$ cat src/rtl/pwdiv_pkg.sv
package pwdiv_pkg;
   typedef enum logic {
      MOD_LO = 1'b0,
      MOD_HI = 1'b1
   } modsel_e;
endpackage

$ cat src/rtl/pwdiv_prescaler.sv
module pwdiv_prescaler #(
   parameter int M_LO = 32,
   localparam int M_HI = 2 * M_LO,
   localparam int CW = $clog2(M_HI + 1)
) (
   input  logic clk,
   input  logic srst,
   input  pwdiv_pkg::modsel_e mode,
   input  logic mod_up,
   output logic tc
);
   logic [CW-1:0] cnt_q;
   logic [CW-1:0] limit;

   always_comb begin
      limit = (mode == pwdiv_pkg::MOD_HI) ? CW'(M_HI - 1) : CW'(M_LO - 1);
      limit = limit + CW'(mod_up);
   end

   assign tc = (cnt_q == limit);

   always_ff @(posedge clk) begin
      if (srst || tc) cnt_q <= '0;
      else            cnt_q <= cnt_q + 1'b1;
   end

   // longest prescaler cycle is M_HI+1 clocks
   p_cnt_bound_r5: assert property (@(posedge clk) disable iff (srst)
      cnt_q <= CW'(M_HI));
endmodule

$ cat src/rtl/pwdiv_counters.sv
module pwdiv_counters #(
   parameter int AW = 7,
   parameter int BW = 11
) (
   input  logic          clk,
   input  logic          srst,
   input  logic          adv,
   input  logic [AW-1:0] a_ld,
   input  logic [BW-1:0] b_ld,
   output logic          mod_up,
   output logic          wrap
);
   logic [AW-1:0] a_q;
   logic [BW-1:0] b_q;
   logic          last;

   assign last   = (b_q == BW'(1));
   assign wrap   = adv && last;
   assign mod_up = (a_q != '0);

   always_ff @(posedge clk) begin
      if (srst || wrap) begin
         a_q <= a_ld;
         b_q <= b_ld;
      end else if (adv) begin
         b_q <= b_q - 1'b1;
         if (a_q != '0) a_q <= a_q - 1'b1;
      end
   end

   // a new period starts from the B value present at the boundary edge
   p_reload_r6: assert property (@(posedge clk) disable iff (srst)
      wrap |=> (b_q == $past(b_ld)));
endmodule

$ cat src/rtl/pulse_swallow_div.sv
module pulse_swallow_div #(
   parameter int M_LO    = 32,
   parameter int AW      = 7,
   parameter int BW      = 11,
   parameter bit REG_OUT = 1'b1
) (
   input  logic          clk,
   input  logic          srst,
   input  logic          mode_sel,
   input  logic [AW-1:0] swallow_a,
   input  logic [BW-1:0] main_b,
   output logic          pulse_out,
   output logic          cfg_err
);
   localparam int M_HI   = 2 * M_LO;
   localparam int LG_LO  = $clog2(M_LO);
   localparam int LG_HI  = LG_LO + 1;
   localparam int NW     = BW + LG_HI + 1;
   localparam logic [NW-1:0] FLOOR_LO = NW'(M_LO * (M_LO - 1));
   localparam logic [NW-1:0] FLOOR_HI = NW'(M_HI * (M_HI - 1));

   generate
      if (M_LO < 2 || (M_LO & (M_LO - 1)) != 0) begin : g_bad_m
         $error("M_LO must be a power of two");
      end
      if (AW < 1 || BW < 2 || AW > BW) begin : g_bad_w
         $error("counter widths out of range");
      end
   endgenerate

   pwdiv_pkg::modsel_e act_mode;
   logic               err_q;
   logic               mod_up;
   logic               pre_tc;
   logic               wrap;
   logic               load;
   logic [NW-1:0]      n_req;
   logic [NW-1:0]      floor_req;
   logic               bad_req;

   assign load = srst || wrap;

   always_comb begin
      n_req     = (NW'(main_b) << (mode_sel ? LG_HI : LG_LO)) + NW'(swallow_a);
      floor_req = mode_sel ? FLOOR_HI : FLOOR_LO;
      bad_req   = (BW'(swallow_a) > main_b) || (n_req < floor_req);
   end

   always_ff @(posedge clk) begin
      if (load) begin
         act_mode <= mode_sel ? pwdiv_pkg::MOD_HI : pwdiv_pkg::MOD_LO;
         err_q    <= bad_req;
      end
   end
   assign cfg_err = err_q;

   pwdiv_prescaler #(.M_LO(M_LO)) u_pre (
      .clk    (clk),
      .srst   (srst),
      .mode   (act_mode),
      .mod_up (mod_up),
      .tc     (pre_tc)
   );

   pwdiv_counters #(.AW(AW), .BW(BW)) u_cnt (
      .clk    (clk),
      .srst   (srst),
      .adv    (pre_tc),
      .a_ld   (swallow_a),
      .b_ld   (main_b),
      .mod_up (mod_up),
      .wrap   (wrap)
   );

   generate
      if (REG_OUT) begin : g_reg_out
         logic pulse_q;
         always_ff @(posedge clk) begin
            if (srst) pulse_q <= 1'b0;
            else      pulse_q <= wrap;
         end
         assign pulse_out = pulse_q;
      end else begin : g_comb_out
         assign pulse_out = wrap && !srst;
      end
   endgenerate

   // pulse never lasts two clocks
   p_one_wide_r4: assert property (@(posedge clk) disable iff (srst)
      pulse_out |=> !pulse_out);
   // modulus in use only changes at a period boundary
   p_mode_hold_r6: assert property (@(posedge clk) disable iff (srst)
      !wrap |=> $stable(act_mode));
   // the range flag only changes when a setting is taken into use
   p_err_hold_r7: assert property (@(posedge clk) disable iff (srst)
      !wrap |=> $stable(err_q));
endmodule

$ cat config.mk
export PLATFORM = sky130hd
export DESIGN_NAME = pulse_swallow_div
export DESIGN_NICKNAME = d
export VERILOG_FILES = /design/src/rtl/pwdiv_pkg.sv /design/src/rtl/pwdiv_prescaler.sv /design/src/rtl/pwdiv_counters.sv /design/src/rtl/pulse_swallow_div.sv
export SDC_FILE = /design/constraint.sdc
export NUM_CORES = 1
export LEC_CHECK = 0
export ABC_AREA = 1
export BUFFER_PORTS_ARGS = -buffer_cell sky130_fd_sc_hd__buf_2
export CAP_MARGIN = 10
export CORE_MARGIN = 5
export CORE_UTILIZATION = 60
export CTS_BUF_LIST = sky130_fd_sc_hd__clkbuf_4
export CTS_CLUSTER_SIZE = 24
export DETAILED_ROUTE_END_ITERATION = 10
export GPL_ROUTABILITY_DRIVEN = 0
export HOLD_SLACK_MARGIN = 0.15
export MAX_ROUTING_LAYER = met4
export PLACE_DENSITY = 0.81
export SLEW_MARGIN = 10
export SYNTH_ARGS = -nofsm -noshare
export SYNTH_HDL_FRONTEND = slang
export SYNTH_HIERARCHICAL = 1
export SYNTH_SLANG_ARGS = --single-unit
$ cat constraint.sdc
create_clock -name clk -period 3.56 [get_ports clk]
set_input_delay 0.712 -clock clk [delete_from_list [all_inputs] [get_ports clk]]
set_output_delay 0.712 -clock clk [all_outputs]
set_load 0.02 [all_outputs]
### Word-level counts from Yosys, hierarchy flattened

Index checks and enable logic that the tools add are counted.

* latch bits: 0
* bits of input ports: 21
* memories kept: 0
* register bits: 28
* bits in read-only memories: 0
* output and inout bits: 2
* bits in writable memories: 0

* bitwise operators: 0
* reduce and logical (&&, ||, !) cells: 8
* magnitude comparators: 2
* equal/unequal tests: 2
* $add $sub $neg: 5
* divide/modulo/power cells: 0
* shift operators: 1
* muxes and demuxes: 9
* multipliers: 0

Operator list (count)
* two-way mux 11 bit: 2
* two-way mux 7 bit: 3
* adder 18 x 7 -> 18 bit: 1
* less-than comparator 18 x 12 -> 1 bit: 1
* left shift 11 x 3 -> 18 bit: 1
* two-way mux 12 bit: 1
* equality test 11 x 1 -> 1 bit (second input constant): 1
* greater-than comparator 7 x 11 -> 1 bit: 1
* subtractor 11 x 1 -> 11 bit (second input constant): 1
* adder 7 x 1 -> 7 bit: 1
* adder 7 x 1 -> 7 bit (second input constant): 1
* equality test 7 bit: 1
* nonzero test 7 bit: 1
* subtractor 7 x 1 -> 7 bit (second input constant): 1
* two-way mux 6 bit: 1
* nonzero test 2 bit: 2
* logical OR 1 bit: 3
* two-way mux 2 bit: 1
* AND reduction 2 bit: 1
* logical AND 1 bit: 1
* two-way mux 1 bit: 1

### Logic depth before layout (Yosys ltp)

Gate-level depths: netlist of run 1.

* depth after elaboration: 7
* depth in mapped cells: 20
* mapped depth without buffers: 19

### Modules after synthesis

The synthesis of run 1 kept the hierarchy.

Modules (own cells, without submodules)
* pwdiv_counters: seq. area each 540.5 sq um, cells an instance 145, area an instance 1201.2 sq um, instances 1
* pulse_swallow_div: seq. area each 80.1 sq um, cells an instance 116, area an instance 704.4 sq um, instances 1
* pwdiv_prescaler: seq. area each 140.1 sq um, cells an instance 56, area an instance 396.6 sq um, instances 1

### Least setup slack after synthesis of run 1

Ideal clock, no wire load.

* path kind: input -> register
* start: input mode_sel
* end: register err_q, in the netlist cfg_err (data pin)
* required time: 3.307 ns
* arrival: 2.570 ns
* cell stages on the path: 20
* path slack: 0.737 ns
* library setup time: 0.253 ns
* buffers on the path: 2
* cell sequence: buf_6 > buf_8 > nand2_1 > o21ai_0 > ha_1 > nand2_1 > nand2_1 > nand2_2 > nor3b_2 > xor2_1 > ha_1 > nand2_1 > inv_1 > nand2_1 > nor2_1 > nand2_1 > nor2_1 > nor2_1 > nand3_1 > nand2_1

* word-level cells in the longest chain between the ends: 5

Ends and longest elaborated chain
* start: declaration: line pulse_swallow_div.sv:9 `input logic mode_sel,`
* two-way mux 2 bit: line pulse_swallow_div.sv:44 `n_req = (NW'(main_b) << (mode_sel ? LG_HI : LG_LO)) + NW'(swallow_a);`
* left shift 11 x 3 -> 18 bit: line pulse_swallow_div.sv:44
* adder 18 x 7 -> 18 bit: line pulse_swallow_div.sv:44
* less-than comparator 18 x 12 -> 1 bit (*): line pulse_swallow_div.sv:46 `bad_req = (BW'(swallow_a) > main_b) || (n_req < floor_req);`
* logical OR 1 bit (*): line pulse_swallow_div.sv:46
* via bad_req: line pulse_swallow_div.sv:39 `logic bad_req;`
* end signal: assignment: line pulse_swallow_div.sv:52 `err_q <= bad_req;`
* end: declaration: line pulse_swallow_div.sv:32 `logic err_q;`

The timed path passes the listed nets; every way through them passes the cells marked *.
A chain may end at the register's enable or synchronous reset.

### Worst setup path in the final report of run 1

* start: register u_cnt.a_q[0]
* end: register u_cnt.a_q[5], enable pin

* word-level cells in the longest chain between the ends: 7

Ends and longest elaborated chain
* start: declaration: line pwdiv_counters.sv:13 `logic [AW-1:0] a_q;`
* start signal: assignment: line pwdiv_counters.sv:23 `a_q <= a_ld;`
* start signal: assignment: line pwdiv_counters.sv:27 `if (a_q != '0) a_q <= a_q - 1'b1;`
* nonzero test 7 bit (*): line pwdiv_counters.sv:19 `assign mod_up = (a_q != '0);`
* via mod_up: line pulse_swallow_div.sv:33 `logic mod_up;`
* adder 7 x 1 -> 7 bit (*): line pwdiv_prescaler.sv:17 `limit = limit + CW'(mod_up);`
* equality test 7 bit (*): line pwdiv_prescaler.sv:20 `assign tc = (cnt_q == limit);`
* via pre_tc: line pulse_swallow_div.sv:34 `logic pre_tc;`
* logical AND 1 bit: line pwdiv_counters.sv:18 `assign wrap = adv && last;`
* logical OR 1 bit: line pwdiv_counters.sv:22 `if (srst || wrap) begin`
* nonzero test 2 bit (no source line)
* AND reduction 2 bit (no source line) (*)

Marked as above.

==> impl_metrics.env, run 1 <==
export IMPL_outcome="completed"
export IMPL_dpl_cell_count=385
export IMPL_hold_class="flop to flop"
export IMPL_cts_setup_buffers=0
export IMPL_synth_nets=356
export IMPL_cp_num_buf_inv=4
export IMPL_power_w=0.000777
export IMPL_grt_pass1_vias=1865
export IMPL_die_area_sq_um=5180
export IMPL_cts_root_buf="clkbuf_4"
export IMPL_crit_path_end="u_cnt/a_q[5]"
export IMPL_synth_top_area_cell="edfxtp_1"
export IMPL_fill_cells=343
export IMPL_leakagePower_nw=1.25
export IMPL_dpl_hpwl_um=3610
export IMPL_pre_cts_slack_ns=0.582
export IMPL_yosys_top_cells_area="edfxtp_1 26%, nand2_1 16%, ha_1 9.2%"
export IMPL_max_stage_delay_ns=0.64
export IMPL_seq_area_sq_um=761
export IMPL_synth_top_cell_area_share_pct=26.1
export IMPL_r2r_end="u_cnt/a_q[5]"
export IMPL_syn2layout_area_growth_pct=7.01
export IMPL_cp_top_family="compound AO/OA/AOI/OAI gates"
export IMPL_worstSkewPairLatency_ns=0.32
export IMPL_grt_overflow_total=0
export IMPL_p_per_area_nw_per_um2=316
export IMPL_clk_pin_slew_ns=0.15
export IMPL_start_util_pct=62.4
export IMPL_vias=1939
export IMPL_grt_max_degree=28
export IMPL_clock_sinks=28
export IMPL_core_area_sq_um=3690
export IMPL_crit_chain="inv_1 > ha_1 > nand2_1 > nor2_1 > inv_1 > ha_1 > xor2_1 > nor2_1 > nand2_2 > inv_1 > nand3_1 > nor2_2 > a21oi_1 > o21ai_0 > buf_4"
export IMPL_fin_worst_skew_ns=0.00679
export IMPL_slew_headroom_pct=45.0
export IMPL_ys_warn_count=6
export IMPL_antenna_found_initial=0
export IMPL_dr_first_iter_drc_count=91
export IMPL_crit_path_start_kind="flop"
export IMPL_synth_cell_area_sq_um=2300
export IMPL_cts_tree="built"
export IMPL_worst_pin_slew_ns=0.826
export IMPL_fmax_ghz=0.331
export IMPL_rsz0062_at_grt="no"
export IMPL_path_max_fanout=11
export IMPL_crit_path_start="u_cnt/a_q[0]"
export IMPL_grt_pass1_wl_um=7740
export IMPL_ant_nets=0
export IMPL_drv_slew=0
export IMPL_layout_cells_non_filler=389
export IMPL_yosysSeqAreaShare_pct=33.0
export IMPL_die_x_um=71.9
export IMPL_antenna_cells=0
export IMPL_worstPathArrival_ns=3.12
export IMPL_routedWlPerCell_um=11.6
export IMPL_drc=0
export IMPL_worst_slack_ns=0.541
export IMPL_cts_resized=0
export IMPL_ff2ff_path_depth=15
export IMPL_synth_cells=317
export IMPL_finalHoldViolCount=0
export IMPL_layout_nets=381
export IMPL_period_minus_slack_ns=3.02
export IMPL_peakVddDrop_uv=135
export IMPL_utilization_pct=66.8
export IMPL_timing_critical_path_mode_cell="inv_1"
export IMPL_path_class="flop to flop"
export IMPL_cts_buffer_depth=2
export IMPL_maxCapViolations=0
export IMPL_ys_ff_latch=28
export IMPL_cp_end_kind="flop"
export IMPL_setup_tns_ns=0
export IMPL_syn_area_per_cell_sq_um=7.26
export IMPL_cp_num_cells=15
export IMPL_setup_violations=0
export IMPL_drive_above_1_share_pct=15.8
export IMPL_firstDrtPassIters=4
export IMPL_critPathSlowestCell="a21oi_1"
export IMPL_hold_buffers=0
export IMPL_multi_input_area_sq_um=1300
export IMPL_htree_levels=1
export IMPL_io_buffers=22
export IMPL_period_share_pct=84.8
export IMPL_vias_per_cell=4.98
export IMPL_io_pins=23
export IMPL_synth_distinct_cells=30
export IMPL_grt_use_total_pct=19.0
export IMPL_rr_startpoint="u_cnt/a_q[0]"
export IMPL_worstPathRequired_ns=3.66
export IMPL_routed_wl_um=4510
export IMPL_rows=22
export IMPL_die_h_um=71.9
export IMPL_cts_made_buffers=3
export IMPL_reg2reg_slack_ns=0.54
## worst min-delay path by stage
stage	startpoint	endpoint	depth (start not counted)
3_5_place_dp	u_pre/cnt_q[0]	u_pre/cnt_q[0]	1
3_3_place_gp	u_pre/cnt_q[0]	u_pre/cnt_q[0]	1
5_1_grt	u_pre/cnt_q[0]	u_pre/cnt_q[0]	1
6_report	u_pre/cnt_q[0]	u_pre/cnt_q[0]	1
2_1_floorplan	u_pre/cnt_q[0]	u_pre/cnt_q[0]	1
4_1_cts	u_pre/cnt_q[0]	u_pre/cnt_q[0]	1
## logic make-up (layout without fill, tap and decap cells)
kind of cell / after synthesis / in the layout / share of synthesized area, %
adder cells (fa/ha/maj): 18 / 18 / 10.1
XOR/XNOR: 16 / 16 / 6.09
AND/OR/NAND/NOR: 177 / 177 / 34.6
other: 1 / 1 / 0.163
AO/OA/AOI/OAI: 24 / 24 / 5.71
buffers and inverters: 53 / 77 / 10.3
flip-flops: 28 / 28 / 33.0
## sequential cells by signal, indices dropped and copies added, names as in the netlist
signal       cells
pulse_out        1
u_pre/cnt_q      7
u_cnt/a_q        7
act_mode         1
cfg_err          1
u_cnt/b_q       11
## synth_stat cells (all sizes together)
cell,count
nand3b,1
buf,5
nand3,16
xnor2,4
nand4,3
nand2,112
or2,2
nor3,4
a21oi,4
nor2,37
inv,48
nor4,1
edfxtp,20
o21ai,20
nor3b,1
fa,1
dfxtp,8
ha,17
conb,1
xor2,12
## metal layers
| layer | wire length [um] | up-vias | global-route usage, % |
|---|---|---|---|
| met5 | 0 | - | - |
| met4 | 109 | 0 | 7.31 |
| met3 | 146 | 8 | 1.11 |
| met2 | 2130 | 37 | 31.9 |
| met1 | 2130 | 854 | 24.1 |
| li1 | - | 1040 | - |
## placed cells by master, fill, tap and decap left out
master and n:
nand3b_1 1, nand3_1 16, nor2_2 4, nor3_1 4, nor3b_2 1, inv_2 2
nand2_4 2, xor2_1 12, nand2_1 100, xnor2_1 4, edfxtp_1 20, buf_4 3
clkbuf_4 3, buf_2 22, clkinv_1 1, o21ai_2 3, nor2_1 31, o21ai_1 1
nand2_8 1, conb_1 1, dfxtp_1 8, inv_1 46, o21ai_0 16, or2_2 2
nand4_1 3, nor4_1 1, a21oi_1 4, nor2_4 2, fa_1 1, nand2_2 9
ha_1 17
## cell type report
cell class                      count  area share, %
Clock buffer                        3          0.914
Clock inverter                      1          0.152
Inverter                           48           7.31
Multi-Input combinational cell    236           52.9
Sequential cell                    28           30.9
Tap cell                           48           2.44
Timing Repair Buffer               25           5.38
## through the flow
step / hold WS [ns] / cell area [sq um]
2_1_floorplan: 0.425 / 2300
3_3_place_gp: 0.440 / 2440
3_5_place_dp: 0.449 / 2440
4_1_cts: 0.478 / 2460
5_1_grt: 0.504 / 2460
6_report: 0.473 / 2460
## worst reg2reg max path, stage by stage, from the launching register on
cell and delay, ns:
edfxtp_1 0.41, inv_1 0.12, ha_1 0.16, nand2_1 0.05
nor2_1 0.12, inv_1 0.09, ha_1 0.30, xor2_1 0.13
nor2_1 0.07, nand2_2 0.08, inv_1 0.06, nand3_1 0.09
nor2_2 0.06, a21oi_1 0.64, o21ai_0 0.20, buf_4 0.22
## power breakdown
part	switching [W]	total [W]	internal, W
registers	0.0000246	0.000417	0.000392
clock network	0.0000923	0.000133	0.0000411
logic	0.000141	0.000227	0.0000867
Note: power is estimated with default switching activity, not from simulation.
==> run 2, diff against run 1 <==
--- a/config.mk
+++ b/config.mk
@@ -9,14 +9,14 @@
 export BUFFER_PORTS_ARGS = -buffer_cell sky130_fd_sc_hd__buf_2
 export CAP_MARGIN = 10
 export CORE_MARGIN = 5
-export CORE_UTILIZATION = 60
+export CORE_UTILIZATION = 56
 export CTS_BUF_LIST = sky130_fd_sc_hd__clkbuf_4
 export CTS_CLUSTER_SIZE = 24
 export DETAILED_ROUTE_END_ITERATION = 10
 export GPL_ROUTABILITY_DRIVEN = 0
 export HOLD_SLACK_MARGIN = 0.15
 export MAX_ROUTING_LAYER = met4
-export PLACE_DENSITY = 0.81
+export PLACE_DENSITY = 0.79
 export SLEW_MARGIN = 10
 export SYNTH_ARGS = -nofsm -noshare
 export SYNTH_HDL_FRONTEND = slang
==> constraint.sdc (replaced) <==
create_clock -name clk -period 2.7 [get_ports clk]
set_input_delay 0.54 -clock clk [delete_from_list [all_inputs] [get_ports clk]]
set_output_delay 0.54 -clock clk [all_outputs]
set_load 0.02 [all_outputs]
==> run 2 against run 1 <==
Compared with the run above: clock skew rose by 0.010 ns; largest cell class unchanged; hold slack got worse by 0.059 ns; die area grew 6.1%; combinational power rose by 38%; sequential share of layout area fell by 1.3 points; wire length is 1.4% higher; clock power up 110%; critical path type unchanged; largest power group unchanged; critical path depth up 1; register-to-register slack got worse by 0.34 ns; maximum frequency grew 21%.
==> impl_metrics.env, run 2 (synthesized netlist as in run 1, its figures left out) <==
export IMPL_setup_violations=0
export IMPL_rows=23
export IMPL_layout_nets=387
export IMPL_path_max_fanout=3
export IMPL_routedWlPerCell_um=11.5
export IMPL_grt_pass1_wl_um=7540
export IMPL_fill_cells=365
export IMPL_layout_common_cells="100 x nand2_1, 42 x inv_1, 28 x nor2_1"
export IMPL_antenna_cells=0
export IMPL_cts_buffer_depth=2
export IMPL_grt_use_total_pct=18.0
export IMPL_antenna_found_initial=0
export IMPL_grt_max_degree=28
export IMPL_finalHoldViolCount=0
export IMPL_io_buffers=22
export IMPL_reg2reg_slack_ns=0.20
export IMPL_cts_root_buf="clkbuf_4"
export IMPL_grt_pass1_vias=1790
export IMPL_core_area_sq_um=4000
export IMPL_period_share_pct=92.7
export IMPL_ant_nets=0
export IMPL_maxCapViolations=0
export IMPL_vias=1944
export IMPL_setup_tns_ns=0
export IMPL_dpl_cell_area_sq_um=2480
export IMPL_path_class="flop to flop"
export IMPL_final_cell_area_sq_um=2580
export IMPL_rr_startpoint="u_cnt/a_q[0]"
export IMPL_worstPathRequired_ns=2.77
export IMPL_dr_first_iter_drc_count=70
export IMPL_vias_per_cell=4.90
export IMPL_peakVddDrop_uv=199
export IMPL_largest_reg_flops=11
export IMPL_cts_made_buffers=3
export IMPL_period_minus_slack_ns=2.50
export IMPL_final_common_cell="nand2_1"
export IMPL_power_w=0.00115
export IMPL_drc=0
export IMPL_die_area_sq_um=5490
export IMPL_r2r_end="cfg_err"
export IMPL_firstDrtPassIters=4
export IMPL_largest_register="u_cnt/b_q"
export IMPL_leakagePower_nw=1.29
export IMPL_p_per_area_nw_per_um2=445
export IMPL_crit_path_end="cfg_err"
export IMPL_fmax_ghz=0.400
export IMPL_worstHoldStart="srst"
export IMPL_fin_worst_skew_ns=0.0168
export IMPL_layout_cells_non_filler=397
export IMPL_crit_path_start="u_cnt/a_q[0]"
export IMPL_hold_class="primary input to flop"
export IMPL_syn2layout_area_growth_pct=11.9
export IMPL_start_util_pct=57.6
export IMPL_htree_levels=1
export IMPL_holdWs_ns=0.414
export IMPL_cts_tree="built"
export IMPL_die_x_um=74.1
export IMPL_routed_wl_um=4570
export IMPL_drv_slew=0
export IMPL_die_h_um=74.1
export IMPL_min_path_cells=2
export IMPL_top_regs="u_cnt/b_q x11, u_cnt/a_q x7, u_pre/cnt_q x7"
export IMPL_dpl_hpwl_um=3710
export IMPL_crit_path_start_kind="flop"
export IMPL_grt_overflow_total=0
export IMPL_drive_above_1_share_pct=19.9
export IMPL_clk_pin_slew_ns=0.17
export IMPL_outcome="completed"
export IMPL_io_pins=23
export IMPL_ff2ff_path_depth=16
export IMPL_worstPathArrival_ns=2.57
export IMPL_cp_end_kind="flop"
export IMPL_worstSkewPairLatency_ns=0.34
export IMPL_clock_sinks=28
export IMPL_dpl_cell_count=391
## run 2: changes by cell type in the layout (fill, tap and decap cells not counted), moves of 3 or more
cell	before	now
buf_4	3	7
inv_1	46	42
inv_2	2	6
nor2_1	31	28
nor2_2	4	7
## run 2: repair_timing
item,CTS,global route
setup buffers,0,1
hold buffers,0,0
endpoints found under the setup margin,0,38
hold endpoints to repair,0,0
resized for setup,0,10
## run 2: worst min-delay path by stage
stage                      to  slack [ns]
2_1_floorplan  u_pre/cnt_q[0]        0.42
3_3_place_gp   u_pre/cnt_q[0]        0.44
3_5_place_dp   u_pre/cnt_q[0]        0.45
4_1_cts             pulse_out        0.40
5_1_grt             pulse_out        0.40
6_report            pulse_out        0.41
## run 2: worst max-delay path, stage by stage, from the launching register on
cell and delay (ns):
edfxtp_1 0.45, inv_2 0.09, ha_1 0.15, nand2_1 0.06, nor2_2 0.11, inv_2 0.06
ha_1 0.29, xor2_1 0.15, nor2_2 0.09, nand2_2 0.08, inv_2 0.06, nand3_1 0.08
nor2_2 0.12, buf_4 0.13, nand2_4 0.09, inv_2 0.07, or2_4 0.14
## run 2: per-layer routing
layer | routed length, um | vias up | track usage [%]
li1 | - | 1048 | -
met1 | 2160 | 865 | 22.9
met2 | 2250 | 24 | 30.2
met3 | 85 | 7 | 0.405
met4 | 75 | 0 | 7.44
met5 | 0 | - | -
## run 2: cell type report
cell class | instances | area, sq um | area share [%]
Sequential cell | 28 | 761 | 29.5
Clock inverter | 1 | 30.0 | 1.17
Inverter | 48 | 180 | 6.99
Tap cell | 50 | 62.6 | 2.43
Multi-Input combinational cell | 237 | 1340 | 51.9
Timing Repair Buffer | 30 | 183 | 7.09
Clock buffer | 3 | 22.5 | 0.874
## run 2: metrics by stage
stage,utilization [%],setup WS [ns]
floorplan,-,0.0381
detailed placement,62.1,-0.0241
finish,64.4,0.198
global route,64.4,-0.00856
CTS,63.4,0.0483
global placement,62.1,0.0737
## run 2: report_power, final
group	leakage (nW)	total, W	internal [W]	switching [W]
clock network	0.0279	0.000284	0.000150	0.000134
logic	1.00	0.000313	0.000125	0.000188
registers	0.265	0.000551	0.000517	0.0000336
total	1.29	0.00115	0.000792	0.000355
==> run 3, diff against run 2 <==
--- a/config.mk
+++ b/config.mk
@@ -9,14 +9,13 @@
 export BUFFER_PORTS_ARGS = -buffer_cell sky130_fd_sc_hd__buf_2
 export CAP_MARGIN = 10
 export CORE_MARGIN = 5
-export CORE_UTILIZATION = 56
-export CTS_BUF_LIST = sky130_fd_sc_hd__clkbuf_4
+export CORE_UTILIZATION = 54
 export CTS_CLUSTER_SIZE = 24
 export DETAILED_ROUTE_END_ITERATION = 10
 export GPL_ROUTABILITY_DRIVEN = 0
 export HOLD_SLACK_MARGIN = 0.15
 export MAX_ROUTING_LAYER = met4
-export PLACE_DENSITY = 0.79
+export PLACE_DENSITY = 0.77
 export SLEW_MARGIN = 10
 export SYNTH_ARGS = -nofsm -noshare
 export SYNTH_HDL_FRONTEND = slang
==> run 3 against run 2 <==
Compared with the run above: largest cell class unchanged; critical path type unchanged; critical endpoint is now act_mode; clock skew fell by 0.015 ns; cell count rose by 0.50%; global-route usage rose by 0.24 points; hold slack improved by 0.052 ns; sequential share of layout area fell by 0.70 points.
==> impl_metrics.env, run 3 (synthesized netlist as in run 1, its figures left out) <==
export IMPL_worstSkewPairLatency_ns=0.27
export IMPL_period_share_pct=94.2
export IMPL_rows=23
export IMPL_grt_pass1_vias=1809
export IMPL_drv_slew=0
export IMPL_ant_nets=0
export IMPL_crit_path_start_kind="flop"
export IMPL_cts_tree="built"
export IMPL_outcome="completed"
export IMPL_routedWlPerCell_um=11.8
export IMPL_worstPathRequired_ns=2.70
export IMPL_path_max_fanout=4
export IMPL_fmax_ghz=0.393
export IMPL_top_regs="u_cnt/b_q x11, u_cnt/a_q x7, u_pre/cnt_q x7"
export IMPL_setup_violations=0
export IMPL_critPathSlowestCell="edfxtp_1"
export IMPL_die_h_um=75.3
export IMPL_fill_cells=364
export IMPL_timing_critical_path_mode_cell="inv_2"
export IMPL_hold_buffers=0
export IMPL_cp_end_kind="flop"
export IMPL_final_common_cell="nand2_1"
export IMPL_syn2layout_area_growth_pct=14.6
export IMPL_cts_buffer_depth=2
export IMPL_maxCapViolations=0
export IMPL_clock_sinks=28
export IMPL_grt_pass1_wl_um=7750
export IMPL_cts_made_buffers=3
export IMPL_fin_worst_skew_ns=0.00168
export IMPL_firstDrtPassIters=4
export IMPL_p_per_area_nw_per_um2=457
export IMPL_layout_cells_non_filler=399
export IMPL_power_frac_comb_pct=26.7
export IMPL_finalHoldViolCount=0
export IMPL_htree_levels=1
export IMPL_layout_nets=389
export IMPL_power_w=0.00121
export IMPL_largest_register="u_cnt/b_q"
export IMPL_hold_class="flop to flop"
export IMPL_die_x_um=75.3
export IMPL_multi_input_area_sq_um=1370
export IMPL_core_area_sq_um=4060
export IMPL_leakagePower_nw=1.30
export IMPL_peakVddDrop_uv=245
export IMPL_utilization_pct=65.0
export IMPL_antenna_found_initial=0
export IMPL_pwr_share_clk_pct=27.6
export IMPL_antenna_cells=0
export IMPL_start_util_pct=56.7
export IMPL_vias_per_cell=4.91
export IMPL_io_buffers=22
export IMPL_dr_first_iter_drc_count=88
export IMPL_dpl_hpwl_um=3640
export IMPL_switching_share_pct=30.0
export IMPL_die_area_sq_um=5670
export IMPL_holdWs_ns=0.466
export IMPL_period_minus_slack_ns=2.54
export IMPL_pwr_share_seq_pct=45.7
export IMPL_drc=0
export IMPL_grt_overflow_total=0
export IMPL_seq_area_sq_um=761
export IMPL_crit_chain="nor2_1 > nand2_1 > nor2_2 > inv_2 > ha_1 > xor2_1 > nor2_1 > nand2_2 > inv_2 > nand3_2 > nor2_4 > buf_6 > nand2_8 > inv_2 > or2_4"
export IMPL_grt_use_total_pct=18.2
export IMPL_grt_max_degree=28
export IMPL_layout_common_cells="100 x nand2_1, 42 x inv_1, 30 x nor2_1"
export IMPL_clk_pin_slew_ns=0.10
export IMPL_worstPathArrival_ns=2.55
export IMPL_max_stage_delay_ns=0.44
export IMPL_largest_reg_flops=11
export IMPL_path_class="flop to flop"
export IMPL_switching_power_w=0.000361
export IMPL_dpl_cell_count=391
export IMPL_vias=1961
export IMPL_p_int_w=0.000844
export IMPL_cts_root_buf="clkbuf_8"
export IMPL_drive_above_1_share_pct=20.1
export IMPL_routed_wl_um=4700
export IMPL_io_pins=23
[run 3: changes by cell type in the layout (fill, tap and decap cells not counted), moves of 2 or more]
cell      previous run  this run
clkbuf_8             0         3
o21ai_0             16        14
o21ai_1              1         3
nor2_1              28        30
nor2_2               7         4
clkbuf_4             3         0
[run 3: per-stage QoR]
step                      worst slack, ns  TNS (ns)  cell area, sq um
after CTS                          0.0270         0              2550
after floorplan                    0.0381         0              2300
after global placement             0.0742         0              2480
final                               0.156         0              2640
after detailed placement         -0.00134  -0.00134              2480
after global routing             -0.00290  -0.00580              2640
[run 3: cell type report]
type                       count  area share (%)
multi-input combinational    238            51.9
sequential                    28            28.8
timing repair buffer          31            7.35
inverter                      48            6.83
tap                           50            2.37
clock buffer                   3            1.56
clock inverter                 1            1.14
[run 3: path summary, 6_finish.rpt]
check                                    start        endpoint  slack [ns]  cells past startpoint
worst min-delay path            u_pre/cnt_q[0]  u_pre/cnt_q[0]        0.47                      1
worst max register to register    u_cnt/a_q[2]        act_mode        0.16                     15
worst min register to register  u_pre/cnt_q[0]  u_pre/cnt_q[0]        0.47                      1
worst max-delay path              u_cnt/a_q[2]        act_mode        0.16                     15
[run 3: power groups by stage]
stage,clock network [W],registers [W],logic (W)
final,0.000333,0.000550,0.000322
after global routing,0.000360,0.000556,0.000371
after CTS,0.000344,0.000550,0.000306
after detailed placement,0,0.000560,0.000302
after global placement,0,0.000557,0.000296
after floorplan,0,0.000553,0.000226
[run 3: timing repair]
item | 4_1_cts | 5_1_grt
buffers inserted | 0 | 2
endpoints found under the setup margin | 0 | 38
gates resized for setup | 0 | 15
[run 3: layer usage]
metal,vias to the layer above,track usage (%),wire (um)
li1,1058,-,-
met1,867,23.7,2280
met2,32,30.2,2240
met3,4,1.98,136
met4,0,5.24,40
met5,-,-,0
[run 3: worst max-delay path: cells and delay by family (launching register included)]
| kind | cells | cell delay, ns |
|---|---|---|
| xor+xnor | 1 | 0.14 |
| flops | 1 | 0.44 |
| buf+inv | 4 | 0.34 |
| simple gates | 9 | 1.09 |
| fa+ha+maj | 1 | 0.30 |
